### src/rtl/spctl_pkg.sv
package spctl_pkg;

    localparam int CTRL_W   = 2;
    localparam int PRIV_BIT = 0;
    localparam int SPSEL_BIT = 1;

    typedef enum logic {
        MODE_THREAD  = 1'b0,
        MODE_HANDLER = 1'b1
    } mode_e;

    typedef enum logic [2:0] {
        TR_NONE       = 3'd0,
        TR_TAKE_EXC   = 3'd1,
        TR_NEST_EXC   = 3'd2,
        TR_RET_THREAD = 3'd3,
        TR_RET_NESTED = 3'd4
    } trans_e;

    typedef struct packed {
        logic spsel;
        logic npriv;
    } ctrl_t;

endpackage

### src/rtl/spctl_mode_fsm.sv
module spctl_mode_fsm
    import spctl_pkg::*;
(
    input  logic   clk,
    input  logic   rst_n,
    input  logic   exc_entry,
    input  logic   exc_return,
    input  logic   ret_to_thread,
    output mode_e  mode,
    output trans_e trans
);

    mode_e mode_q;
    mode_e mode_d;

    // state register
    always_ff @(posedge clk or negedge rst_n) begin
        if (!rst_n) begin
            mode_q <= MODE_THREAD;
        end else begin
            mode_q <= mode_d;
        end
    end

    // transition selection and next state
    always_comb begin
        trans  = TR_NONE;
        mode_d = mode_q;
        unique case (mode_q)
            MODE_THREAD: begin
                if (exc_entry) begin
                    trans  = TR_TAKE_EXC;
                    mode_d = MODE_HANDLER;
                end
            end
            MODE_HANDLER: begin
                if (exc_entry) begin
                    trans  = TR_NEST_EXC;
                    mode_d = MODE_HANDLER;
                end else if (exc_return && ret_to_thread) begin
                    trans  = TR_RET_THREAD;
                    mode_d = MODE_THREAD;
                end else if (exc_return) begin
                    trans  = TR_RET_NESTED;
                    mode_d = MODE_HANDLER;
                end
            end
            default: begin
                trans  = TR_NONE;
                mode_d = MODE_THREAD;
            end
        endcase
    end

    assign mode = mode_q;

endmodule

### src/rtl/spctl_ctrl_reg.sv
module spctl_ctrl_reg
    import spctl_pkg::*;
(
    input  logic              clk,
    input  logic              rst_n,
    input  mode_e             mode,
    input  trans_e            trans,
    input  logic              ret_spsel,
    input  logic              sw_wr_en,
    input  logic [CTRL_W-1:0] sw_wdata,
    output ctrl_t             ctrl
);

    ctrl_t ctrl_q;
    ctrl_t ctrl_d;
    logic  wr_ok;

    // writes need privilege: handler mode or privilege bit clear
    assign wr_ok = sw_wr_en && ((mode == MODE_HANDLER) || !ctrl_q.npriv);

    always_ff @(posedge clk or negedge rst_n) begin
        if (!rst_n) begin
            ctrl_q <= '0;
        end else begin
            ctrl_q <= ctrl_d;
        end
    end

    always_comb begin
        ctrl_d = ctrl_q;
        unique case (trans)
            TR_TAKE_EXC, TR_NEST_EXC: begin
                ctrl_d.spsel = 1'b0;
            end
            TR_RET_THREAD: begin
                ctrl_d.spsel = ret_spsel;
            end
            TR_RET_NESTED: begin
                ctrl_d = ctrl_q;
            end
            TR_NONE: begin
                if (wr_ok) begin
                    ctrl_d.npriv = sw_wdata[PRIV_BIT];
                    if (mode == MODE_THREAD) begin
                        ctrl_d.spsel = sw_wdata[SPSEL_BIT];
                    end
                end
            end
            default: ctrl_d = ctrl_q;
        endcase
    end

    assign ctrl = ctrl_q;

endmodule

### src/rtl/spctl_view.sv
module spctl_view
    import spctl_pkg::*;
#(
    parameter int REG_W = 32
) (
    input  mode_e            mode,
    input  ctrl_t            ctrl,
    output logic [REG_W-1:0] rd_data,
    output logic             in_handler,
    output logic             use_psp,
    output logic             cur_priv
);

    localparam int PAD_W = REG_W - CTRL_W;

    logic is_thread;

    always_comb begin
        is_thread  = (mode == MODE_THREAD);
        in_handler = !is_thread;
        use_psp    = is_thread && ctrl.spsel;
        cur_priv   = !is_thread || !ctrl.npriv;
        rd_data    = {{PAD_W{1'b0}}, (is_thread && ctrl.spsel), ctrl.npriv};
    end

endmodule

### src/rtl/spctl_top.sv
module spctl_top
    import spctl_pkg::*;
#(
    parameter int REG_W = 32
) (
    input  logic              clk,
    input  logic              rst_n,
    input  logic              exc_entry,
    input  logic              exc_return,
    input  logic              ret_to_thread,
    input  logic              ret_spsel,
    input  logic              sw_wr_en,
    input  logic [1:0]        sw_wdata,
    output logic [REG_W-1:0]  rd_data,
    output logic              in_handler,
    output logic              use_psp,
    output logic              cur_priv
);

    mode_e  mode;
    trans_e trans;
    ctrl_t  ctrl;

    spctl_mode_fsm u_fsm (
        .clk           (clk),
        .rst_n         (rst_n),
        .exc_entry     (exc_entry),
        .exc_return    (exc_return),
        .ret_to_thread (ret_to_thread),
        .mode          (mode),
        .trans         (trans)
    );

    spctl_ctrl_reg u_ctrl (
        .clk       (clk),
        .rst_n     (rst_n),
        .mode      (mode),
        .trans     (trans),
        .ret_spsel (ret_spsel),
        .sw_wr_en  (sw_wr_en),
        .sw_wdata  (sw_wdata),
        .ctrl      (ctrl)
    );

    spctl_view #(.REG_W(REG_W)) u_view (
        .mode       (mode),
        .ctrl       (ctrl),
        .rd_data    (rd_data),
        .in_handler (in_handler),
        .use_psp    (use_psp),
        .cur_priv   (cur_priv)
    );

endmodule

### config.mk
export PLATFORM = sky130hd
export DESIGN_NAME = spctl_top
export DESIGN_NICKNAME = d
export VERILOG_FILES = /design/src/rtl/spctl_pkg.sv /design/src/rtl/spctl_mode_fsm.sv /design/src/rtl/spctl_ctrl_reg.sv /design/src/rtl/spctl_view.sv /design/src/rtl/spctl_top.sv
export SDC_FILE = /design/constraint.sdc
export NUM_CORES = 1
export LEC_CHECK = 0
export ABC_AREA = 1
export BUFFER_PORTS_ARGS = -buffer_cell sky130_fd_sc_hd__buf_2
export CAP_MARGIN = 20
export CORE_AREA = 2 2 39 41
export CTS_BUF_LIST = sky130_fd_sc_hd__clkbuf_8 sky130_fd_sc_hd__clkbuf_16
export DETAILED_ROUTE_END_ITERATION = 10
export DIE_AREA = 0 0 41 43
export HOLD_SLACK_MARGIN = 0.08
export PLACE_DENSITY = 0.79
export SETUP_SLACK_MARGIN = 0.15
export SYNTH_ARGS = -nofsm -noshare
export SYNTH_HDL_FRONTEND = slang
export SYNTH_SLANG_ARGS = --single-unit
### constraint.sdc
create_clock -name clk -period 1 [get_ports clk]
set_clock_uncertainty 0.05 [all_clocks]
set_input_delay 0.1 -clock clk [delete_from_list [all_inputs] [get_ports clk]]
set_output_delay 0.1 -clock clk [all_outputs]
set_load 0.02 [all_outputs]
==> flow_summary.yaml <==
routing:
  drt_first_pass_iters: 3
  drt-vias-per-instance: 3.396
  drtIter0Drc: 1
  wl_per_cell_um: 7.297
  ant_nets: 0
  totalWireLength_um: 664
  drc: 0
  via_count: 309
final_layout:
  nNetsFinal: 85
  n_antenna_cell: 0
  final_cells: 91
  syn2layout_area_growth_pct: 13.49
  drive_gt1_share_pct: 32.00
critical_path:
  cp_cell_sequence: "inv_2 > nand2_4 > buf_6"
  arrival_ns: 0.93
  critPathMaxStageDelay_ns: 0.44
  crit_fanout: 6
  start_kind: "register"
  end_kind: "output port"
  crit_path_top_delay_cell: "dfrtp_2"
  worst-setup-path-type: "reg2out"
  critPathBufInv: 2
  required_ns: 0.85
  critical_path.top_delay_family: "flip-flops"
place:
  gp_congestion: 0.5434
  io_buffers: 13
  place_inst: 85
  hpwlAfterDp_um: 485.4
floorplan:
  fp.dieArea_um2: 1763
  die_w_um: 41
  core-area_um2: 1384
  die_y_um: 43
  initial_core_util_pct: 30.83
  io_pins: 44
  row_count: 14
logic_synthesis:
  synth_top_area_cell: "buf_4"
  syn-cell-area_um2: 426.7
  ys_ff_latch: 3
  synthTopCellsByArea: "buf_4 56%, dfrtp_1 18%, nand2_1 5.3%"
  avgSynthCellArea_um2: 7.232
  yosysWarnings: 0
  syn_inst: 59
  synth_top_area_share_pct: 56.30
  ys_seq_area_share_pct: 17.60
  synth_cell_types: 14
timing:
  period_share_pct: 108.4
  setup_slack_ns: -0.08389
  fmax_mhz: 922.6
  rsz0062_at_grt: "yes"
  setup_viol: 4
  drv_slew: 0
  period_needed_ns: 1.084
  finalHoldViolCount: 0
power_and_ir_drop:
  p_int_mw: 0.4557
  p_total_mw: 0.7286
  netSwitchingPower_mw: 0.2729
  p_clk_share_pct: 46.6
  p_seq_share_pct: 21.5
  switching_share_pct: 37.45
  p_per_area_nw_per_um2: 1505
  p_leak_nw: 0.2861
  p_comb_share_pct: 31.9
  max-vdd-ir-drop_v: 0.0007150
cts:
  clk_latency_ns: 0.21
  cts_max_level: 1
  cts-root-buf: "clkbuf_8"
  clk_pin_slew_ns: 0.03
  cts_tree: "built"
  clock_path_buffers: 2
  cts_buffers: 3
  cts_sinks: 3
run_status:
  violations: "setup timing"
  status: "finished, violations left"
global_route:
  grt_max_degree: 7
  grt_pass1_vias: 225
  grt_use_total_pct: 7.855
  grt_pass1_wl_um: 876
  antenna_found_initial: 0
  grt-ovfl-total: 0
job:
  maxCapViolCount: 0
hold_path:
  hp-class: "in2reg"
==> placed cells by master, fill, tap and decap left out <==
cell            n
a21oi_1         1
a21oi_2         1
a31oi_1         1
buf_2          10
buf_4           1
buf_6           3
clkbuf_8        3
conb_1         30
dfrtp_1         2
dfrtp_2         1
dlygate4sd3_1   1
inv_1           4
inv_2           1
nand2_1         6
nand2_4         1
nand3_1         2
nand3_2         2
nand4_1         1
nor2_1          2
nor2_4          1
o21ai_1         1
==> cell type report <==
class	count	area (um2)
Multi-Input combinational cell	49	226.5
Clock buffer	3	41.29
Fill cell	157	899.6
Inverter	4	15.01
Timing Repair Buffer	15	101.3
Sequential cell	3	76.32
Clock inverter	1	3.754
Tap cell	16	20.02
==> kinds of logic after synthesis <==
| kind of cell | synth area share [%] |
|---|---|
| AOI/OAI and AO/OA | 4.985 |
| other | 0.8789 |
| DFF | 17.59 |
| and+or+nand+nor | 16.72 |
| buffers and inverters | 59.82 |
==> final timing paths <==
| path | from | endpoint | slack (ns) | depth (start not counted) |
|---|---|---|---|---|
| setup reg to reg | u_fsm.mode$_DFF_PN0_ | u_ctrl.ctrl[1]$_DFFE_PN0P_ | -0.03 | 5 |
| hold / removal | sw_wdata[0] | u_ctrl.ctrl[0]$_DFFE_PN0P_ | 0.09 | 3 |
| setup / recovery | u_fsm.mode$_DFF_PN0_ | cur_priv | -0.08 | 3 |
| hold reg to reg | u_ctrl.ctrl[1]$_DFFE_PN0P_ | u_ctrl.ctrl[1]$_DFFE_PN0P_ | 0.47 | 2 |
| min in group asynchronous | rst_n | u_ctrl.ctrl[1]$_DFFE_PN0P_ | 0.16 | 2 |
| max in group asynchronous | rst_n | u_fsm.mode$_DFF_PN0_ | 0.63 | 2 |
==> per-stage QoR <==
| step | util (%) | setup TNS, ns | area, um2 | hold slack (ns) | setup slack (ns) |
|---|---|---|---|---|---|
| final | 34.99 | -0.1989 | 484.2 | 0.09264 | -0.08389 |
| after global routing | 34.99 | -0.5384 | 484.2 | 0.1255 | -0.1371 |
| after CTS | 34.72 | -0.2083 | 480.5 | 0.1027 | -0.08570 |
| after detailed placement | 28.48 | 0 | 394.1 | -0.1531 | 0.006544 |
| after global placement | 28.48 | 0 | 394.1 | -0.1534 | 0.03358 |
| after floorplan | - | -0.06180 | 549.3 | -0.2456 | -0.04386 |
==> repair_timing <==
item                                   in CTS  in global routing
buffers inserted                            1                  0
setup endpoints to repair                   7                  8
hold buffers                                1                  0
resized for setup                           7                  1
cloned                                      0                  0
pin swaps                                   2                  1
endpoints found under the hold margin       3                  0
==> worst register-to-register path, delay by kind of cell (launching register included) <==
kind / cells / cell delay, ns
DFF: 1 / 0.44
buffers and inverters: 2 / 0.21
and+or+nand+nor: 3 / 0.20
==> state kept, by name, summed over array words and instances, names as in the netlist <==
register,flops
u_fsm.mode,1
u_ctrl.ctrl,2
==> per-layer routing <==
layer | global-route usage [%] | vias to the layer above | wire [um]
met5 | 0 | - | 0
met4 | 6.000 | 0 | 0
met3 | 4.712 | 0 | 101
met2 | 10.31 | 27 | 347
met1 | 8.766 | 130 | 215
li1 | - | 152 | -
==> synthesized netlist by cell type, drive strengths merged <==
library cell	n
dfrtp	3
a31oi	1
nor2	3
o21ai	1
nand2	7
nand4	1
inv	4
buf	32
conb	1
nand3	4
a21oi	2
==> power by group through the flow <==
stage	Clock [mW]	Combinational, mW	Sequential, mW
2_1_floorplan	0	0.265	0.160
6_report	0.339	0.233	0.157
5_1_grt	0.360	0.254	0.160
4_1_cts	0.348	0.227	0.157
3_3_place_gp	0	0.207	0.158
3_5_place_dp	0	0.208	0.158
(Power assumes the default switching activity.)
